**config.mk**
```make
export PLATFORM = sky130hd
export DESIGN_NAME = mw_eeprom
export DESIGN_NICKNAME = d
export VERILOG_FILES = /design/src/rtl/mw_pkg.sv /design/src/rtl/mw_sk_edge.sv /design/src/rtl/mw_word_array.sv /design/src/rtl/mw_cmd_decoder.sv /design/src/rtl/mw_eeprom.sv
export SDC_FILE = /design/constraint.sdc
export NUM_CORES = 2
export LEC_CHECK = 0
export CORE_ASPECT_RATIO = 2
export CORE_MARGIN = 1
export CORE_UTILIZATION = 64
export CTS_CLUSTER_DIAMETER = 80
export DETAILED_ROUTE_END_ITERATION = 7
export DONT_BUFFER_PORTS = 1
export PLACE_DENSITY = 0.8
export SLEW_MARGIN = 20
export SYNTH_ARGS = -nofsm -noshare
export SYNTH_HDL_FRONTEND = slang
export SYNTH_SLANG_ARGS = --single-unit
export TNS_END_PERCENT = 100
```
**constraint.sdc**
```tcl
create_clock -name clk -period 2.4 [get_ports clk]
set_input_delay 0.24 -clock clk [delete_from_list [all_inputs] [get_ports clk]]
set_output_delay 0.24 -clock clk [all_outputs]
set_load 0.03 [all_outputs]
```
**src/rtl/mw_pkg.sv**
```systemverilog
package mw_pkg;
  localparam int WORD_W = 16;

  typedef enum logic [2:0] {
    ST_IDLE,
    ST_OPC,
    ST_ADDR,
    ST_DATA,
    ST_READ,
    ST_HOLD
  } mw_state_e;

  typedef enum logic [2:0] {
    PG_NONE,
    PG_WR_ONE,
    PG_WR_ALL,
    PG_ER_ONE,
    PG_ER_ALL
  } pg_op_e;
endpackage

```
**src/rtl/mw_sk_edge.sv**
```systemverilog
module mw_sk_edge (
  input  logic clk,
  input  logic rst_n,
  input  logic sk_i,
  output logic sk_rise
);
  logic sk_q;

  always_ff @(posedge clk or negedge rst_n) begin
    if (!rst_n) sk_q <= 1'b0;
    else        sk_q <= sk_i;
  end

  assign sk_rise = sk_i & ~sk_q;
endmodule

```
**src/rtl/mw_word_array.sv**
```systemverilog
module mw_word_array
  import mw_pkg::*;
#(
  parameter int ADDR_BITS = 6
) (
  input  logic                 clk,
  input  logic                 rst_n,
  input  pg_op_e               pg_op,
  input  logic [ADDR_BITS-1:0] pg_addr,
  input  logic [WORD_W-1:0]    pg_data,
  input  logic [ADDR_BITS-1:0] rd_addr,
  output logic [WORD_W-1:0]    rd_word
);
  localparam int WORDS = 1 << ADDR_BITS;
  localparam logic [WORD_W-1:0] ERASED = '1;

  logic [WORD_W-1:0] mem [WORDS];

  for (genvar w = 0; w < WORDS; w++) begin : g_word
    logic hit;
    assign hit = (pg_addr == ADDR_BITS'(w));
    always_ff @(posedge clk or negedge rst_n) begin
      if (!rst_n) mem[w] <= ERASED;
      else begin
        unique case (pg_op)
          PG_WR_ONE: if (hit) mem[w] <= pg_data;
          PG_ER_ONE: if (hit) mem[w] <= ERASED;
          PG_WR_ALL: mem[w] <= pg_data;
          PG_ER_ALL: mem[w] <= ERASED;
          default:   ;
        endcase
      end
    end
  end

  assign rd_word = mem[rd_addr];

  AST_WRITE_LANDS: assert property (@(posedge clk) disable iff (!rst_n)
    (pg_op == PG_WR_ONE) |=> mem[$past(pg_addr)] == $past(pg_data));
  AST_ERASE_LANDS: assert property (@(posedge clk) disable iff (!rst_n)
    (pg_op == PG_ER_ONE) |=> mem[$past(pg_addr)] == ERASED);
  AST_ERASE_ALL_EDGES: assert property (@(posedge clk) disable iff (!rst_n)
    (pg_op == PG_ER_ALL) |=> (mem[0] == ERASED && mem[WORDS-1] == ERASED));
  AST_WRITE_ALL_EDGES: assert property (@(posedge clk) disable iff (!rst_n)
    (pg_op == PG_WR_ALL) |=> (mem[0] == $past(pg_data) && mem[WORDS-1] == $past(pg_data)));
endmodule

```
**src/rtl/mw_cmd_decoder.sv**
```systemverilog
module mw_cmd_decoder
  import mw_pkg::*;
#(
  parameter int ADDR_BITS = 6
) (
  input  logic                 clk,
  input  logic                 rst_n,
  input  logic                 cs_i,
  input  logic                 di_i,
  input  logic                 sk_rise,
  input  logic [WORD_W-1:0]    rd_word,
  output pg_op_e               pg_op,
  output logic [ADDR_BITS-1:0] addr,
  output logic [WORD_W-1:0]    data_sh,
  output logic                 dout
);
  localparam int CNT_W = $clog2(WORD_W) + 1;
  localparam logic [CNT_W-1:0] ADDR_LAST = CNT_W'(ADDR_BITS - 1);
  localparam logic [CNT_W-1:0] DATA_LAST = CNT_W'(WORD_W - 1);

  mw_state_e            state;
  logic [CNT_W-1:0]     cnt;
  logic [1:0]           opc;
  logic                 we_en;
  logic                 loaded;
  logic [WORD_W-1:0]    rd_sh;
  logic [ADDR_BITS-1:0] addr_nxt;
  logic [1:0]           ext_sel;

  assign addr_nxt = {addr[ADDR_BITS-2:0], di_i};
  assign ext_sel  = addr_nxt[ADDR_BITS-1 -: 2];

  always_ff @(posedge clk or negedge rst_n) begin
    if (!rst_n) begin
      state   <= ST_IDLE;
      cnt     <= '0;
      opc     <= '0;
      addr    <= '0;
      data_sh <= '0;
      we_en   <= 1'b0;
      loaded  <= 1'b0;
      rd_sh   <= '0;
      dout    <= 1'b0;
      pg_op   <= PG_NONE;
    end else begin
      pg_op <= PG_NONE;
      if (!cs_i) begin
        state  <= ST_IDLE;
        cnt    <= '0;
        loaded <= 1'b0;
        dout   <= 1'b0;
      end else begin
        if (state == ST_READ && !loaded) begin
          rd_sh  <= rd_word;
          loaded <= 1'b1;
        end
        if (sk_rise) begin
          unique case (state)
            ST_IDLE: if (di_i) begin
              state <= ST_OPC;
              cnt   <= '0;
            end
            ST_OPC: begin
              opc <= {opc[0], di_i};
              if (cnt == CNT_W'(1)) begin
                state <= ST_ADDR;
                cnt   <= '0;
              end else cnt <= cnt + 1'b1;
            end
            ST_ADDR: begin
              addr <= addr_nxt;
              cnt  <= cnt + 1'b1;
              if (cnt == ADDR_LAST) begin
                cnt   <= '0;
                state <= ST_HOLD;
                unique case (opc)
                  2'b10: begin
                    state  <= ST_READ;
                    loaded <= 1'b0;
                    dout   <= 1'b0;
                  end
                  2'b01: state <= ST_DATA;
                  2'b11: if (we_en) pg_op <= PG_ER_ONE;
                  default: begin
                    unique case (ext_sel)
                      2'b11: we_en <= 1'b1;
                      2'b00: we_en <= 1'b0;
                      2'b10: if (we_en) pg_op <= PG_ER_ALL;
                      default: state <= ST_DATA;
                    endcase
                  end
                endcase
              end
            end
            ST_DATA: begin
              data_sh <= {data_sh[WORD_W-2:0], di_i};
              cnt     <= cnt + 1'b1;
              if (cnt == DATA_LAST) begin
                state <= ST_HOLD;
                if (we_en) pg_op <= (opc == 2'b01) ? PG_WR_ONE : PG_WR_ALL;
              end
            end
            ST_READ: begin
              dout  <= rd_sh[WORD_W-1];
              rd_sh <= {rd_sh[WORD_W-2:0], 1'b0};
            end
            default: ;
          endcase
        end
      end
    end
  end

  AST_ABORT_TO_IDLE: assert property (@(posedge clk) disable iff (!rst_n)
    !cs_i |=> (state == ST_IDLE && !dout));
  AST_DUMMY_BIT_LOW: assert property (@(posedge clk) disable iff (!rst_n)
    $rose(state == ST_READ) |-> !dout);
  AST_PROG_NEEDS_WE: assert property (@(posedge clk) disable iff (!rst_n)
    (pg_op != PG_NONE) |-> we_en);
  AST_QUIET_UNLESS_READ: assert property (@(posedge clk) disable iff (!rst_n)
    (state != ST_READ && $past(state) != ST_READ) |-> !dout);
endmodule

```
**src/rtl/mw_eeprom.sv**
```systemverilog
module mw_eeprom
  import mw_pkg::*;
#(
  parameter int ADDR_BITS = 6
) (
  input  logic clk,
  input  logic rst_n,
  input  logic cs_i,
  input  logic sk_i,
  input  logic di_i,
  output logic do_o
);
  logic                 sk_rise;
  pg_op_e               pg_op;
  logic [ADDR_BITS-1:0] addr;
  logic [WORD_W-1:0]    data_sh;
  logic [WORD_W-1:0]    rd_word;

  mw_sk_edge u_edge (
    .clk     (clk),
    .rst_n   (rst_n),
    .sk_i    (sk_i),
    .sk_rise (sk_rise)
  );

  mw_cmd_decoder #(.ADDR_BITS(ADDR_BITS)) u_dec (
    .clk     (clk),
    .rst_n   (rst_n),
    .cs_i    (cs_i),
    .di_i    (di_i),
    .sk_rise (sk_rise),
    .rd_word (rd_word),
    .pg_op   (pg_op),
    .addr    (addr),
    .data_sh (data_sh),
    .dout    (do_o)
  );

  mw_word_array #(.ADDR_BITS(ADDR_BITS)) u_arr (
    .clk     (clk),
    .rst_n   (rst_n),
    .pg_op   (pg_op),
    .pg_addr (addr),
    .pg_data (data_sh),
    .rd_addr (addr),
    .rd_word (rd_word)
  );
endmodule

```
# After elaboration in Yosys (flattened, before gate mapping)
# Cells that the tools add are included.
[word_totals]
input_bits = 5
output_inout_bits = 1
latchBits = 0
reg_bits = 1079
word_cells = 613
ramBits = 0
mem_bits_ro = 0
mem_count = 0
[classes]
n_div = 0
bitwise = 4
n_shift = 0
reduce_logical = 81
magnitude_cmp = 1
addsub = 1
multipliers = 0
n_eq_ne = 215
n_mux = 236
[op_table]
columns = ["operator", "count"]
rows = [
  ["$pmux 16 s4", 64],
  ["$mux 16", 133],
  ["$ne 2x1->1 const B", 129],
  ["$reduce_and 3->1", 68],
  ["$eq 6x6->1 const B", 32],
  ["$bmux 16 s6", 1],
  ["$eq 6x5->1 const B", 16],
  ["$eq 6x4->1 const B", 8],
  ["$mux 3", 14],
  ["$mux 5", 5],
  ["$eq 6x3->1 const B", 4],
  ["$pmux 5 s4", 1],
  ["$eq 3x2->1 const B", 4],
  ["$eq 6x2->1 const B", 2],
  ["$ne 3x2->1 const B", 4],
  ["$pmux 3 s2", 2],
  ["$pmux 3 s4", 1],
  ["$reduce_and 6->1", 2],
  ["$mux 1", 10],
  ["$pmux 3 s3", 1],
  ["$eq 2x2->1 const B", 4],
  ["$ge 7x7->1 const B", 1],
  ["$not 6->7", 1],
  ["$eq 3x1->1 const B", 2],
  ["other kinds (24)", 29],
]

# Longest topological paths before layout
[depth]
word_depth = 8
mapped_depth = 9

# Hierarchy
# A second synthesis with hierarchy kept.
[unflattened]
hier_cells = 4462
hier_area_um2 = 49030.8
[by_module_without_submodules]
columns = ["module", "cells_each", "area_each_um2", "instances"]
rows = [
  ["mw_word_array", 4227, 46352.0, 1],
  ["mw_cmd_decoder", 233, 2640.0, 1],
  ["mw_sk_edge", 2, 38.8, 1],
]

# Worst setup path after synthesis
# No wires, ideal clock.
[synth_timing]
path_kind = "register to register"
from = "register u_dec.addr[0]"
to = "register u_dec.rd_sh[15]"
t_arrival_ns = 1.701
stages_incl_launch_ff = 9
required_time_ns = 2.274
period_less_slack_ns = 1.828
path_slack_ns = 0.572
cell_sequence = "dfrtp_1 -> buf_6 -> buf_6 -> buf_6 -> mux4_2 -> a22oi_1 -> a21oi_1 -> nor2_1 -> a31oi_1"
[synth_between]
elab_chain_cells = 7
[synth_lines]
columns = ["element", "line_no", "text"]
rows = [
  ["from (decl)", "mw_cmd_decoder.sv:13", "output logic [ADDR_BITS-1:0] addr,"],
  ["from (signal assigned)", "mw_cmd_decoder.sv:71", "addr <= addr_nxt;"],
  ["$not 6->7 (not written as such) (*)", "mw_word_array.sv:36", "assign rd_word = mem[rd_addr];"],
  ["$bmux 16 s6 (*)", "mw_word_array.sv:36", ""],
  ["$mux 16 (not written as such) (*) (2 in a row)", "mw_word_array.sv:36", ""],
  ["$mux 16 (*)", "mw_cmd_decoder.sv:53", "if (state == ST_READ && !loaded) begin"],
  ["$mux 16", "mw_cmd_decoder.sv:58", "unique case (state)"],
  ["$mux 16 (*)", "mw_cmd_decoder.sv:57", "if (sk_rise) begin"],
  ["to (signal assigned)", "mw_cmd_decoder.sv:54", "rd_sh <= rd_word;"],
  ["to (signal assigned)", "mw_cmd_decoder.sv:105", "rd_sh <= {rd_sh[WORD_W-2:0], 1'b0};"],
  ["to (decl)", "mw_cmd_decoder.sv:26", "logic [WORD_W-1:0] rd_sh;"],
]
# Mark *: on every way between the ends. The rest lies on a longest branch, timed or not. The select of a mux whose other input is x is not followed.
# A chain may end at the register's enable or synchronous reset.

# Final worst setup path
[layout_timing]
from = "register u_dec.addr[0]"
to = "register u_dec.rd_sh[13]"
# The elaborated chain is that of the path after synthesis.

==> results.json <==
{
  "syn_area_per_cell_um2": 10.8,
  "min_path_type": "primary input to register",
  "peakVddDrop_v": 0.000616,
  "rsz0062_at_grt": "no",
  "wl_per_cell_um": 24.9,
  "cts_root_buf": "clkbuf_16",
  "drtIter0Drc": 3333,
  "synth.area.top_cells": "dfstp_2 54%, mux4_2 7.3%, a21oi_1 7.1%",
  "final_common_cell": "dfstp_2",
  "ant_nets": 0,
  "skew_ns": 0.0270,
  "setup_tns_ns": 0,
  "syn_nets": 4603,
  "timing.slew.headroom_pct": 38.3,
  "vias_per_cell": 6.52,
  "postRouteWirelength_um": 139000,
  "setup_viol": 0,
  "p_leak_uw": 0.0200,
  "clkTransAtPathRegs_ns": 0.07,
  "seq_area_mm2": 0.0283,
  "p_per_area_mw_per_mm2": 819,
  "ff2ff_path_depth": 7,
  "cts.sinks": 1079,
  "fp.dieH_um": 396,
  "multi_input_area_mm2": 0.0193,
  "synth-edff-count": 0,
  "grt_util_all_layers_pct": 35.9,
  "grt_max_degree": 1080,
  "syn_to_final_growth_pct": 11.1,
  "synthCells": 4592,
  "grt_pass1_wl_um": 212000,
  "grt_pass1_vias": 37100,
  "port_buffers": 0,
  "vias": 36400,
  "h-tree-depth": 3,
  "synth_top_area_share_pct": 54.2,
  "drcViolationCount": 0,
  "ys_async_sr_fraction_pct": 100,
  "num_rows": 144,
  "synth_cell_type_count": 70,
  "synth_largest_area_cell": "dfstp_2",
  "fmax_ghz": 0.419,
  "synth_area_mm2": 0.0497,
  "r2r_start": "u_dec.addr[0]",
  "worstPathRequired_ns": 3.02,
  "drive_gt1_share_pct": 38.2,
  "worstSkewPairLatency_ns": 0.70,
  "worstHoldPathCells": 3,
  "antenna_found_initial": 3,
  "dp_slack_ns": 0.0135,
  "fin_crit_sh_pct": 99.5,
  "die_x_um": 199,
  "critical_path_arrival_ns": 3.01,
  "final_cell_mix": "1024 x dfstp_2, 700 x a21oi_1, 685 x nor2_1",
  "numCtsBuffers": 89,
  "cts_tree": "done",
  "die_area_mm2": 0.0788,
  "dp_hpwl_um": 85600,
  "drtPass1Iterations": 8,
  "fill_cells": 5093,
  "synth-seq-area-share_pct": 56.9,
  "synth_top_flop_cell": "dfstp_2",
  "core_mm2": 0.0769,
  "initial_utilization_pct": 64.6,
  "hp-start": "cs_i",
  "rr_endpoint": "u_dec.rd_sh[13]",
  "overflow": 0,
  "final_nets": 4502,
  "cp_max_fo": 16,
  "outcome": "complete, no violations",
  "final_hold_viol_count": 0,
  "gp_congestion": 0.906,
  "start_kind": "register",
  "tightest_slew_ns": 0.926,
  "maxCapViolations": 0,
  "crit_type": "register to register",
  "ff2ff_setup_slack_ns": 0.01,
  "layout_setup_ws_ns": 0.0127,
  "ys_seq_elements": 1079,
  "ios": 6,
  "report.final.slew_viol_count": 0,
  "ys_warn_count": 0,
  "fin_crit_ns": 2.39,
  "worstSetupEndpointType": "register",
  "min_to": "u_dec.rd_sh[0]",
  "clockBufferDepth": 3
}
layout make-up:
| type | count | share of cell area, % |
|---|---|---|
| inverters | 11 | 0.0748 |
| flip-flops and latches | 1079 | 51.3 |
| diodes | 1 | 0.00453 |
| well taps | 1022 | 2.32 |
| multi-input cells | 3069 | 34.9 |
| clock buffers | 129 | 4.65 |
| repair buffers | 241 | 6.04 |
| clock inverters | 32 | 0.751 |
cells in the mapped netlist (3+ instances only):
library cell	n
a21o_1	18
nor2b_1	10
buf_4	48
and3_1	8
mux2i_1	192
mux2_2	20
clkbuf_1	168
o31ai_1	3
buf_1	3
nor2_1	696
nand4_1	5
a22oi_1	122
a21oi_1	703
dfrtp_1	55
buf_6	42
o22ai_1	17
nand2b_1	10
or2_2	3
mux4_2	162
and4_1	24
and2_1	5
dfstp_2	1024
ha_1	6
nand3_1	62
o21ai_0	356
nor2_2	33
inv_1	10
a21oi_2	67
buf_2	169
a31oi_1	15
o21ai_1	38
nand2_1	445
nor2_4	4
layer usage:
metal | global-route usage, % | part of all wire, % | vias to the layer above
met3 | 5.93 | 6.9 | 520
met5 | 0 | 0.0079 | -
li1 | - | - | 15800
met4 | 29.2 | 8.6 | 2
met1 | 40.2 | 34 | 18500
met2 | 60.0 | 50 | 1651
worst max-delay path by stage:
stage / start / to
after floorplan: u_dec.addr[0] / u_dec.rd_sh[15]
after global routing: u_dec.addr[1] / u_dec.rd_sh[7]
final: u_dec.addr[0] / u_dec.rd_sh[13]
after detailed placement: u_dec.addr[0] / u_arr.mem[924]
after global placement: u_dec.addr[0] / u_dec.rd_sh[5]
after CTS: u_dec.addr[0] / u_arr.mem[924]
flip-flops by register name, summed over array words and instances (netlist names):
signal,flops
u_arr.mem,1024
u_dec.addr,6
u_dec.cnt,5
u_dec.data_sh,16
u_dec.dout,1
u_dec.loaded,1
u_dec.opc,2
u_dec.pg_op,3
u_dec.rd_sh,16
u_dec.state,3
u_dec.we_en,1
u_edge.sk_q,1
logic make-up after synthesis:
family	Yosys count	synth area share, %
XOR/XNOR	2	0.0353
buffers and inverters	444	4.87
flip-flops	1079	56.9
adder cells (fa/ha/maj)	6	0.151
AND/OR/NAND/NOR	1332	11.3
AO/OA/AOI/OAI	1355	15.1
multiplexers	374	11.7
what timing repair did:
item	in CTS	in global routing
endpoints found under the hold margin	1100	70
hold buffers	4	6
gates resized for setup	0	3
setup endpoints to repair	1	3
pin swaps	0	1
setup buffers	2	0
worst max-delay path: stages (launching register included):
cell and delay, ns:
dfrtp_4 0.59, buf_12 0.20, and2_2 0.20, buf_4 0.19, a22oi_1 0.28, nand3_1 0.34
and4_1 0.37, a31oi_1 0.14
power by group:
part	leakage [uW]	total (uW)	switching, uW	internal, uW
logic	0.00718	8930	4770	4150
registers	0.0114	21100	911	20200
clock network	0.00147	15100	6800	8340
total	0.0200	45200	12500	32700
through the flow:
step / instance area (um^2) / cells / util, % / power (uW) / hold slack [ns]
floorplan: 49700 / 4592 / - / 27100 / -0.0556
global placement: 51800 / 5404 / 67.4 / 29400 / -0.0299
detailed placement: 51800 / 5404 / 67.4 / 29600 / -0.0265
CTS: 54900 / 5571 / 71.3 / 44800 / -0.760
global route: 55200 / 5584 / 71.7 / 46600 / 0.0628
finish: 55200 / 5584 / 71.7 / 45200 / 0.0526
Power figures use the tool's default switching activity.
